--- src/rtl/cbu_pkg.sv ---
package cbu_pkg;

  // Condition vector bit positions (software decodes these).
  localparam int CV_EQ  = 0;
  localparam int CV_NE  = 1;
  localparam int CV_SLT = 2;
  localparam int CV_SLE = 3;
  localparam int CV_SGT = 4;
  localparam int CV_SGE = 5;
  localparam int CV_ULT = 6;
  localparam int CV_ULE = 7;
  localparam int CV_UGT = 8;
  localparam int CV_UGE = 9;
  localparam int CV_N   = 10;

  typedef enum logic [1:0] {
    BR_BIT_CLR  = 2'd0,
    BR_BIT_SET  = 2'd1,
    BR_ZERO     = 2'd2,
    BR_NONZERO  = 2'd3
  } brMode_e;

  // Strobes from control to datapath.
  typedef struct packed {
    logic cmpLoad;
    logic brLoad;
    logic brWholeReg;
    logic brWantSet;
  } ctrlStrobe_t;

endpackage

--- src/rtl/cbu_ctrl.sv ---
module cbu_ctrl
  import cbu_pkg::*;
(
  input  logic        cmpValid,
  input  logic        brValid,
  input  logic [1:0]  brMode,
  output ctrlStrobe_t strobe
);

  brMode_e modeSel;

  always_comb begin
    modeSel = brMode_e'(brMode);
    strobe = '0;
    strobe.cmpLoad = cmpValid;
    strobe.brLoad  = brValid;
    unique case (modeSel)
      BR_BIT_CLR: begin strobe.brWholeReg = 1'b0; strobe.brWantSet = 1'b0; end
      BR_BIT_SET: begin strobe.brWholeReg = 1'b0; strobe.brWantSet = 1'b1; end
      BR_ZERO:    begin strobe.brWholeReg = 1'b1; strobe.brWantSet = 1'b0; end
      BR_NONZERO: begin strobe.brWholeReg = 1'b1; strobe.brWantSet = 1'b1; end
      default:    begin strobe.brWholeReg = 1'b0; strobe.brWantSet = 1'b0; end
    endcase
  end

endmodule

--- src/rtl/cbu_cmp.sv ---
module cbu_cmp
  import cbu_pkg::*;
#(
  parameter int DATA_W = 64,
  parameter int SIZE_N = 4,
  localparam int SZ_W  = $clog2(SIZE_N)
) (
  input  logic [SZ_W-1:0]   cmpSize,
  input  logic [DATA_W-1:0] opA,
  input  logic [DATA_W-1:0] opB,
  output logic [DATA_W-1:0] condVec
);

  logic [DATA_W-1:0] sExtA [SIZE_N];
  logic [DATA_W-1:0] sExtB [SIZE_N];
  logic [DATA_W-1:0] zExtA [SIZE_N];
  logic [DATA_W-1:0] zExtB [SIZE_N];

  // One extension pair per supported width: smallest width at code 0.
  for (genvar k = 0; k < SIZE_N; k++) begin : g_size
    localparam int W = DATA_W >> (SIZE_N - 1 - k);
    if (W == DATA_W) begin : g_full
      assign sExtA[k] = opA;
      assign sExtB[k] = opB;
      assign zExtA[k] = opA;
      assign zExtB[k] = opB;
    end else begin : g_part
      assign sExtA[k] = {{(DATA_W-W){opA[W-1]}}, opA[W-1:0]};
      assign sExtB[k] = {{(DATA_W-W){opB[W-1]}}, opB[W-1:0]};
      assign zExtA[k] = {{(DATA_W-W){1'b0}}, opA[W-1:0]};
      assign zExtB[k] = {{(DATA_W-W){1'b0}}, opB[W-1:0]};
    end
  end

  logic [DATA_W-1:0] selSA, selSB, selZA, selZB;
  logic isEq, sLess, uLess;

  always_comb begin
    selSA = sExtA[cmpSize];
    selSB = sExtB[cmpSize];
    selZA = zExtA[cmpSize];
    selZB = zExtB[cmpSize];
    isEq  = (selZA == selZB);
    sLess = ($signed(selSA) < $signed(selSB));
    uLess = (selZA < selZB);

    condVec         = '0;
    condVec[CV_EQ]  = isEq;
    condVec[CV_NE]  = !isEq;
    condVec[CV_SLT] = sLess;
    condVec[CV_SLE] = sLess | isEq;
    condVec[CV_SGT] = !(sLess | isEq);
    condVec[CV_SGE] = !sLess;
    condVec[CV_ULT] = uLess;
    condVec[CV_ULE] = uLess | isEq;
    condVec[CV_UGT] = !(uLess | isEq);
    condVec[CV_UGE] = !uLess;
  end

endmodule

--- src/rtl/cbu_dp.sv ---
module cbu_dp
  import cbu_pkg::*;
#(
  parameter int DATA_W = 64,
  parameter int REG_AW = 6,
  parameter int SIZE_N = 4,
  localparam int SZ_W  = $clog2(SIZE_N),
  localparam int IDX_W = $clog2(DATA_W)
) (
  input  logic              clk,
  input  logic              rstN,
  input  ctrlStrobe_t       strobe,
  input  logic [SZ_W-1:0]   cmpSize,
  input  logic [DATA_W-1:0] cmpOpA,
  input  logic [DATA_W-1:0] cmpOpB,
  input  logic [REG_AW-1:0] cmpDest,
  input  logic [IDX_W-1:0]  brBitIdx,
  input  logic [DATA_W-1:0] brSrc,
  output logic              wrEn,
  output logic [REG_AW-1:0] wrAddr,
  output logic [DATA_W-1:0] wrData,
  output logic              brDone,
  output logic              brTaken
);

  logic [DATA_W-1:0] condVec;
  logic              testVal;

  cbu_cmp #(.DATA_W(DATA_W), .SIZE_N(SIZE_N)) u_cmp (
    .cmpSize (cmpSize),
    .opA     (cmpOpA),
    .opB     (cmpOpB),
    .condVec (condVec)
  );

  // Value under test: one selected bit, or "any bit set" of the register.
  always_comb begin
    if (strobe.brWholeReg) testVal = |brSrc;
    else                   testVal = brSrc[brBitIdx];
  end

  always_ff @(posedge clk) begin
    if (!rstN) begin
      wrEn    <= 1'b0;
      wrAddr  <= '0;
      wrData  <= '0;
      brDone  <= 1'b0;
      brTaken <= 1'b0;
    end else begin
      wrEn    <= strobe.cmpLoad;
      if (strobe.cmpLoad) begin
        wrAddr <= cmpDest;
        wrData <= condVec;
      end
      brDone  <= strobe.brLoad;
      brTaken <= strobe.brLoad & (testVal == strobe.brWantSet);
    end
  end

endmodule

--- src/rtl/cmp_branch_unit.sv ---
module cmp_branch_unit
  import cbu_pkg::*;
#(
  parameter int DATA_W = 64,
  parameter int REG_AW = 6,
  parameter int SIZE_N = 4,
  localparam int SZ_W  = $clog2(SIZE_N),
  localparam int IDX_W = $clog2(DATA_W)
) (
  input  logic              clk,
  input  logic              rstN,
  input  logic              cmpValid,
  input  logic [SZ_W-1:0]   cmpSize,
  input  logic [DATA_W-1:0] cmpOpA,
  input  logic [DATA_W-1:0] cmpOpB,
  input  logic [REG_AW-1:0] cmpDest,
  input  logic              brValid,
  input  logic [1:0]        brMode,
  input  logic [IDX_W-1:0]  brBitIdx,
  input  logic [DATA_W-1:0] brSrc,
  output logic              wrEn,
  output logic [REG_AW-1:0] wrAddr,
  output logic [DATA_W-1:0] wrData,
  output logic              brDone,
  output logic              brTaken
);

  ctrlStrobe_t strobe;

  cbu_ctrl u_ctrl (
    .cmpValid (cmpValid),
    .brValid  (brValid),
    .brMode   (brMode),
    .strobe   (strobe)
  );

  cbu_dp #(.DATA_W(DATA_W), .REG_AW(REG_AW), .SIZE_N(SIZE_N)) u_dp (
    .clk      (clk),
    .rstN     (rstN),
    .strobe   (strobe),
    .cmpSize  (cmpSize),
    .cmpOpA   (cmpOpA),
    .cmpOpB   (cmpOpB),
    .cmpDest  (cmpDest),
    .brBitIdx (brBitIdx),
    .brSrc    (brSrc),
    .wrEn     (wrEn),
    .wrAddr   (wrAddr),
    .wrData   (wrData),
    .brDone   (brDone),
    .brTaken  (brTaken)
  );

endmodule

--- config.mk ---
export PLATFORM = sky130hd
export DESIGN_NAME = cmp_branch_unit
export DESIGN_NICKNAME = d
export VERILOG_FILES = /design/src/rtl/cbu_pkg.sv /design/src/rtl/cbu_ctrl.sv /design/src/rtl/cbu_cmp.sv /design/src/rtl/cbu_dp.sv /design/src/rtl/cmp_branch_unit.sv
export SDC_FILE = /design/constraint.sdc
export NUM_CORES = 1
export LEC_CHECK = 0
export BUFFER_PORTS_ARGS = -buffer_cell sky130_fd_sc_hd__buf_4
export CELL_PAD_IN_SITES_DETAIL_PLACEMENT = 0
export CELL_PAD_IN_SITES_GLOBAL_PLACEMENT = 1
export CORE_ASPECT_RATIO = 1.2
export CORE_UTILIZATION = 34
export DETAILED_ROUTE_END_ITERATION = 10
export PLACE_DENSITY_LB_ADDON = 0.08
export RECOVER_POWER = 25
export SYNTH_ARGS = -nofsm -noshare
export SYNTH_HDL_FRONTEND = slang
export SYNTH_SLANG_ARGS = --single-unit
--- constraint.sdc ---
create_clock -name clk -period 5.2 [get_ports clk]
set_clock_uncertainty 0.15 [all_clocks]
set_input_delay 0.26 -clock clk [delete_from_list [all_inputs] [get_ports clk]]
set_output_delay 0.26 -clock clk [all_outputs]
set_load 0.005 [all_outputs]
==> flow_summary_export.csv, run 1 <==
group,metric,value,unit
clock_network,clock-sinks,19,
clock_network,cts_buffers,3,
timing,rsz0062_at_grt,"no",
placed_design,gp_congestion,0.8752,
worst_hold_path,hold_path_class,"in2reg",
setup_path,cpPeakStageDelay,580,ps
placed_design,dpl.cell_count,1165,
routing,vias_per_cell,5.241,
pwr,ir_worst_vdd,150.2,µV
layout,fin_nets,1290,
timing,fin_crit_sh,76.50,%
global_routing,grt_pass1_vias,6176,
layout,drive_above_1_share,27.27,%
setup_path,crit_path_end,"u_dp.wrData[2]",
clock_network,ctsHtreeMaxLevel,1,
yosys,synth_edf_count,0,
yosys,avgSynthCellArea,7.598,µm²
placed_design,dpl.hpwl,16580,µm
timing,tightest_slew,787.7,ps
global_routing,antenna_found_initial,0,
routing,drc,0,
setup_path,r2r_slack,4250,ps
setup_path,cp.required,5180,ps
yosys,yosysWarnings,0,
floorplanning,boundaryPins,285,
yosys,synth_top_family_by_area,"simple AND/OR/NAND/NOR gates",
setup_path,startpoint_type,"input port",
yosys,synthAdderAreaFrac,26.10,%
routing,ant_nets,0,
setup_path,reg2reg_depth,2,
setup_path,arrival,3960,ps
layout,area_growth,30.37,%
layout,antenna_cells,0,
floorplanning,die_h,144.5,µm
yosys,synth_top_flop_cell,"dfxtp_1",
layout,finalNonFillerCells,1169,
setup_path,crit_slowest_cell,"o21a_1",
timing,max_slew_margin,47.08,%
yosys,synth_compound_area_share,17.75,%
clock_network,clockBufferDepth,2,
routing,finalWirelength,18880,µm
timing,drv_slew,0,
routing,vias,6127,
routing,drtPass1Iterations,6,
setup_path,path_delay_family,"simple AND/OR/NAND/NOR gates",
yosys,yosysSeqAreaShare,6.613,%
routing,drt_iter0_drc,250,
timing,setup_viol,0,
yosys,ys_seq_elements,19,
pwr,p_per_area,128.3,mW/mm²
setup_path,r2r-end,"u_dp.wrData[2]",
setup_path,critPathBufInv,2,
flow_run,maxCapViolCount,0,
pwr,p_leak,3.865,nW
routing,wire_per_inst,16.15,µm
worst_hold_path,min_path_cells,2,
floorplanning,initial_core_util,35.07,%
global_routing,grtUsageTotal,20.74,%
floorplanning,core_area,0.01640,mm²
setup_path,crit_chain,"buf_4 -> or2_2 -> o21a_1 -> buf_4 -> nand2b_1 -> ha_1 -> nand4_1 -> or3_1 -> nor3_2 -> o311a_1 -> a221oi_1 -> and4_1 -> o31a_1",
yosys,synth.mux.area_fraction,9.310,%
clock_network,root_buffer,"clkbuf_16",
floorplanning,die_area,0.01744,mm²
yosys,synth_cell_types,49,
yosys,synthCells,757,
yosys,synth_area,0.005752,mm²
timing,final_hold_viol_count,0,
timing,max_freq,251.4,MHz
setup_path,startpoint,"cmpSize[1]",
clock_network,clk_pin_slew,50,ps
floorplanning,die_w,120.7,µm
timing,hold_ws,86.91,ps
placed_design,io_buffers,230,
clock_network,cts_tree,"done",
clock_network,cts-hold-fix-buffers,0,
yosys,yosys.area_share.simple,29.08,%
clock_network,post_cts_resized,0,
floorplanning,rows,51,
setup_path,reg2reg_from,"u_dp.wrData[2]",
clock_network,postCtsSetupBuffers,0,
yosys,async_flop_share,0,%
setup_path,path_class,"in2reg",
global_routing,grt_max_degree,56,
yosys,synth-xor-area-share,0.1523,%
setup_path,crit_fanout,40,
global_routing,gr-total-overflow,0,
timing,period_needed,3978,ps
status,outcome,"complete, no violations",
setup_path,path_depth,13,
timing,tns,0,ps
setup_path,path_common_cell,"buf_4",
setup_path,cp-end-kind,"flip-flop",
global_routing,grt_pass1_wl,29250,µm
clock_network,clkLatencyLatePin,250,ps
## worst min-delay path by stage
stage | start | to | slack, ps
after floorplan | rstN | u_dp.wrAddr[0] | 240
after global placement | u_dp.wrData[1] | u_dp.wrData[1] | 310
after detailed placement | u_dp.wrData[1] | u_dp.wrData[1] | 310
after CTS | brValid | u_dp.brDone | 90
after global routing | brValid | u_dp.brDone | 90
final | brValid | u_dp.brDone | 90
## through the flow
stage	setup slack [ps]	cell area (µm²)	total power [mW]	utilization, %
after floorplan	1634	5951	0.5775	-
after global placement	1097	7423	0.7917	45.27
after detailed placement	927.0	7423	0.8094	45.27
after CTS	1184	7502	0.9686	45.75
after global routing	860.9	7498	1.053	45.72
final	1222	7498	0.9619	45.72
## where the power goes
group | switching, mW | internal (mW)
registers | 0.00740 | 0.158
logic | 0.316 | 0.323
clock network | 0.0526 | 0.104
## synth_stat cells (4+ instances only)
master    count  area [µm²]
and3_1       33       206.5
nor2_1       14       52.55
nor2b_1      26       162.7
a21o_1       20       150.1
a21oi_1      93       465.5
mux2i_1      13       130.1
o21a_1        5       37.54
a211oi_1      4       30.03
and2_1       19       118.9
mux4_2       18       405.4
nand2_1      77       289.0
nand4_1      24       150.1
nor4_1       18       112.6
o21ai_0      24       120.1
inv_1        15       56.30
nor3_1        9       45.04
nand2b_1     57       356.6
nand3_1      14       70.07
dfxtp_1      19       380.4
ha_1        120        1501
clkbuf_1     32       120.1
buf_4        55       412.9
## flip-flops by register name (all words and copies together) (netlist names)
signal and count:
u_dp.brDone 1, u_dp.brTaken 1, u_dp.wrAddr 6, u_dp.wrData 10
u_dp.wrEn 1
## final cells by class
cell class	count	area, µm²
repair buffers	236	1768
clock buffers	4	78.83
inverters	15	56.30
multi-input cells	683	4950
fillers	1704	8901
well taps	212	265.3
flip-flops and latches	19	380.4
## metal layers
metal  wire, µm  track usage (%)  share of wire [%]
met5          0                0                  0
met4        270            3.704                1.4
met3       1083            2.918                5.7
met2      10120            41.83                 54
met1       7405            22.80                 39
## cell families after synthesis
group | Yosys count
AO/OA/AOI/OAI | 172
XOR/XNOR | 1
multiplexers | 31
other | 1
AND/OR/NAND/NOR | 305
buffers and inverters | 108
flip-flops | 19
adder cells (fa/ha/maj) | 120
## cell usage in the layout, fill, tap and decap left out, drive strengths merged, types with 3 or more instances in the layout
cell type	n
a211oi	4
a21boi	3
a21o	20
a21oi	93
a221oi	3
and2	19
and3	33
and4	3
buf	234
clkbuf	6
conb	54
dfxtp	19
ha	120
inv	15
mux2i	13
mux4	18
nand2	77
nand2b	57
nand3	14
nand4	24
nor2	14
nor2b	26
nor3	10
nor4	18
o211ai	3
o21a	5
o21ai	24
or4	3
Note: power is estimated with default switching activity, not from simulation.
==> run 2: changes to the inputs <==
--- a/config.mk
+++ b/config.mk
@@ -9,7 +9,7 @@
 export CELL_PAD_IN_SITES_DETAIL_PLACEMENT = 0
 export CELL_PAD_IN_SITES_GLOBAL_PLACEMENT = 1
 export CORE_ASPECT_RATIO = 1.2
-export CORE_UTILIZATION = 34
+export CORE_UTILIZATION = 33
 export DETAILED_ROUTE_END_ITERATION = 10
 export PLACE_DENSITY_LB_ADDON = 0.08
 export RECOVER_POWER = 25
==> constraint.sdc (replaced) <==
create_clock -name clk -period 3.7 [get_ports clk]
set_clock_uncertainty 0.15 [all_clocks]
set_input_delay 0.185 -clock clk [delete_from_list [all_inputs] [get_ports clk]]
set_output_delay 0.185 -clock clk [all_outputs]
set_load 0.005 [all_outputs]
==> run 2 against run 1 <==
Compared with the run above: cell area grew 1.5%; total power grew 42%; non-clock buffer count grew 6; worst hold slack lost 80 ps; count of clock-buffer cells in the layout is the same; critical path depth grew 1; first-iteration DRC count grew 22%; wire length shrank 2.4%; global-route usage shrank 0.56 points; sequential power grew 40%; critical endpoint unchanged.
==> flow_summary_export.csv, run 2 (synthesis results as in run 1) <==
group,metric,value,unit
setup_path,cpPeakStageDelay,640,ps
routing,ant_nets,0,
setup_path,crit_chain,"buf_4 -> mux2i_1 -> or2_2 -> o21a_1 -> buf_12 -> nand2b_1 -> ha_1 -> nand4_1 -> or4_1 -> nor3_2 -> o2111ai_1 -> o2111a_1 -> and4_1 -> o31a_1",
worst_hold_path,hold_path.startpoint,"brValid",
placed_design,place_ws,50.24,ps
timing,hold_ws,6.472,ps
setup_path,crit_slowest_cell,"or4_1",
global_routing,grt-busiest-layer,"met2",
pwr,ir_worst_vdd,148.9,µV
clock_network,root_buffer,"clkbuf_16",
routing,drt_iter0_drc,304,
layout,antenna_cells,0,
floorplanning,die_area,0.01796,mm²
setup_path,critPathBufInv,2,
floorplanning,core_area,0.01698,mm²
timing,final_hold_viol_count,0,
floorplanning,initial_core_util,33.87,%
placed_design,dpl.hpwl,16020,µm
timing,drv_slew,0,
placed_design,gp_congestion,0.8053,
setup_path,path_depth,14,
pwr,p_per_area,179.6,mW/mm²
timing,setup_viol,0,
pwr,clockPowerShare,16.3,%
routing,wire_per_inst,15.63,µm
pwr,swShare,38.87,%
status,outcome,"complete, no violations",
layout,largest_reg_flops,10,
setup_path,r2r-end,"u_dp.wrData[2]",
clock_network,cts-hold-fix-buffers,0,
routing,finalWirelength,18430,µm
pwr,power_frac_comb,66.8,%
routing,drtPass1Iterations,4,
layout,finalNonFillerCells,1179,
clock_network,cts_tree,"done",
timing,tns,0,ps
global_routing,antenna_found_initial,0,
timing,fin_ws,380.4,ps
layout,final_core_util,44.82,%
setup_path,r2r_slack,2760,ps
clock_network,ctsHtreeMaxLevel,1,
setup_path,reg2reg_depth,2,
global_routing,grtUsageTotal,20.18,%
layout,area_growth,32.33,%
global_routing,grt_max_degree,43,
layout,reg_top3,"u_dp.wrData (10), u_dp.wrAddr (6)",
pwr,power.total,1.367,mW
timing,rsz0062_at_grt,"no",
worst_hold_path,hold_path_class,"in2reg",
global_routing,grtUsageMet2,38.90,%
routing,vias_per_cell,5.109,
layout,largest_register,"u_dp.wrData",
layout,final_area,0.007611,mm²
placed_design,dpl.cell_count,1175,
timing,max_freq,301.2,MHz
floorplanning,die_w,122.5,µm
routing,vias,6024,
floorplanning,die_h,146.6,µm
setup_path,startpoint_type,"input port",
global_routing,gr-total-overflow,0,
worst_hold_path,hold_path_end,"u_dp.brDone",
clock_network,clock-sinks,19,
clock_network,post_cts_resized,0,
timing,max_slew_margin,53.41,%
layout,fin_nets,1296,
layout,layout_commonest_cell,"buf_4",
timing,tightest_slew,698.8,ps
global_routing,grt_pass1_wl,29230,µm
clock_network,postCtsSetupBuffers,0,
setup_path,cp.required,3690,ps
global_routing,grt_pass1_vias,6091,
clock_network,clk_pin_slew,50,ps
global_routing,use_met1,23.27,%
floorplanning,boundaryPins,285,
flow_run,maxCapViolCount,0,
setup_path,crit_fanout,32,
clock_network,clockBufferDepth,2,
setup_path,path_delay_family,"simple AND/OR/NAND/NOR gates",
setup_path,reg2reg_from,"u_dp.wrData[2]",
layout,final_cell_mix,"235 x buf_4, 120 x ha_1, 93 x a21oi_1",
pwr,p_leak,3.915,nW
floorplanning,rows,52,
clock_network,cts_buffers,3,
setup_path,path_class,"in2reg",
clock_network,clkLatencyLatePin,250,ps
pwr,netSwitchingPower,531.3,µW
pwr,p_int,835.7,µW
placed_design,placed_area,0.007536,mm²
global_routing,use_met3,3.320,%
timing,period_needed,3320,ps
setup_path,cp-end-kind,"flip-flop",
timing,fin_crit_sh,89.72,%
placed_design,io_buffers,230,
setup_path,startpoint,"cmpSize[0]",
worst_hold_path,min_path_cells,2,
routing,drc,0,
pwr,seqPwrFrac,16.9,%
setup_path,arrival,3310,ps
layout,drive_above_1_share,27.73,%
[run 2: cell count changes in the layout (fill, tap and decap cells not counted), sizes merged]
cell / change
buf: +6
[run 2: how the worst max path moves through the flow]
stage | slack, ps | endpoint
after global placement | 90 | u_dp.wrData[3]
after CTS | 300 | u_dp.wrData[2]
after global routing | 190 | u_dp.wrData[2]
final | 380 | u_dp.wrData[2]
after detailed placement | 50 | u_dp.wrData[3]
after floorplan | 210 | u_dp.wrData[2]
[run 2: power groups by stage]
stage	logic [mW]	clock network, mW	registers (mW)
floorplan	0.576	0	0.235
global placement	0.923	0	0.235
detailed placement	0.922	0	0.234
CTS	0.927	0.226	0.230
global route	1.04	0.238	0.233
finish	0.913	0.223	0.231
[run 2: layer usage]
| layer | vias up | share of wire (%) |
|---|---|---|
| li1 | 3091 | - |
| met1 | 2716 | 40 |
| met2 | 205 | 52 |
| met3 | 12 | 6.7 |
| met4 | 0 | 0.76 |
| met5 | - | 0 |
[run 2: layout make-up]
class                           instances  area (µm²)
Sequential cell                        19       380.4
Clock buffer                            4       78.83
Fill cell                            1804        9370
Timing Repair Buffer                  242        1876
Tap cell                              216       270.3
Inverter                               15       56.30
Multi-Input combinational cell        683        4950
[run 2: worst reg2reg max path, cell delays in order (launching register included)]
cell	delay, ps
dfxtp_1	320
nor2b_1	130
o31a_1	230
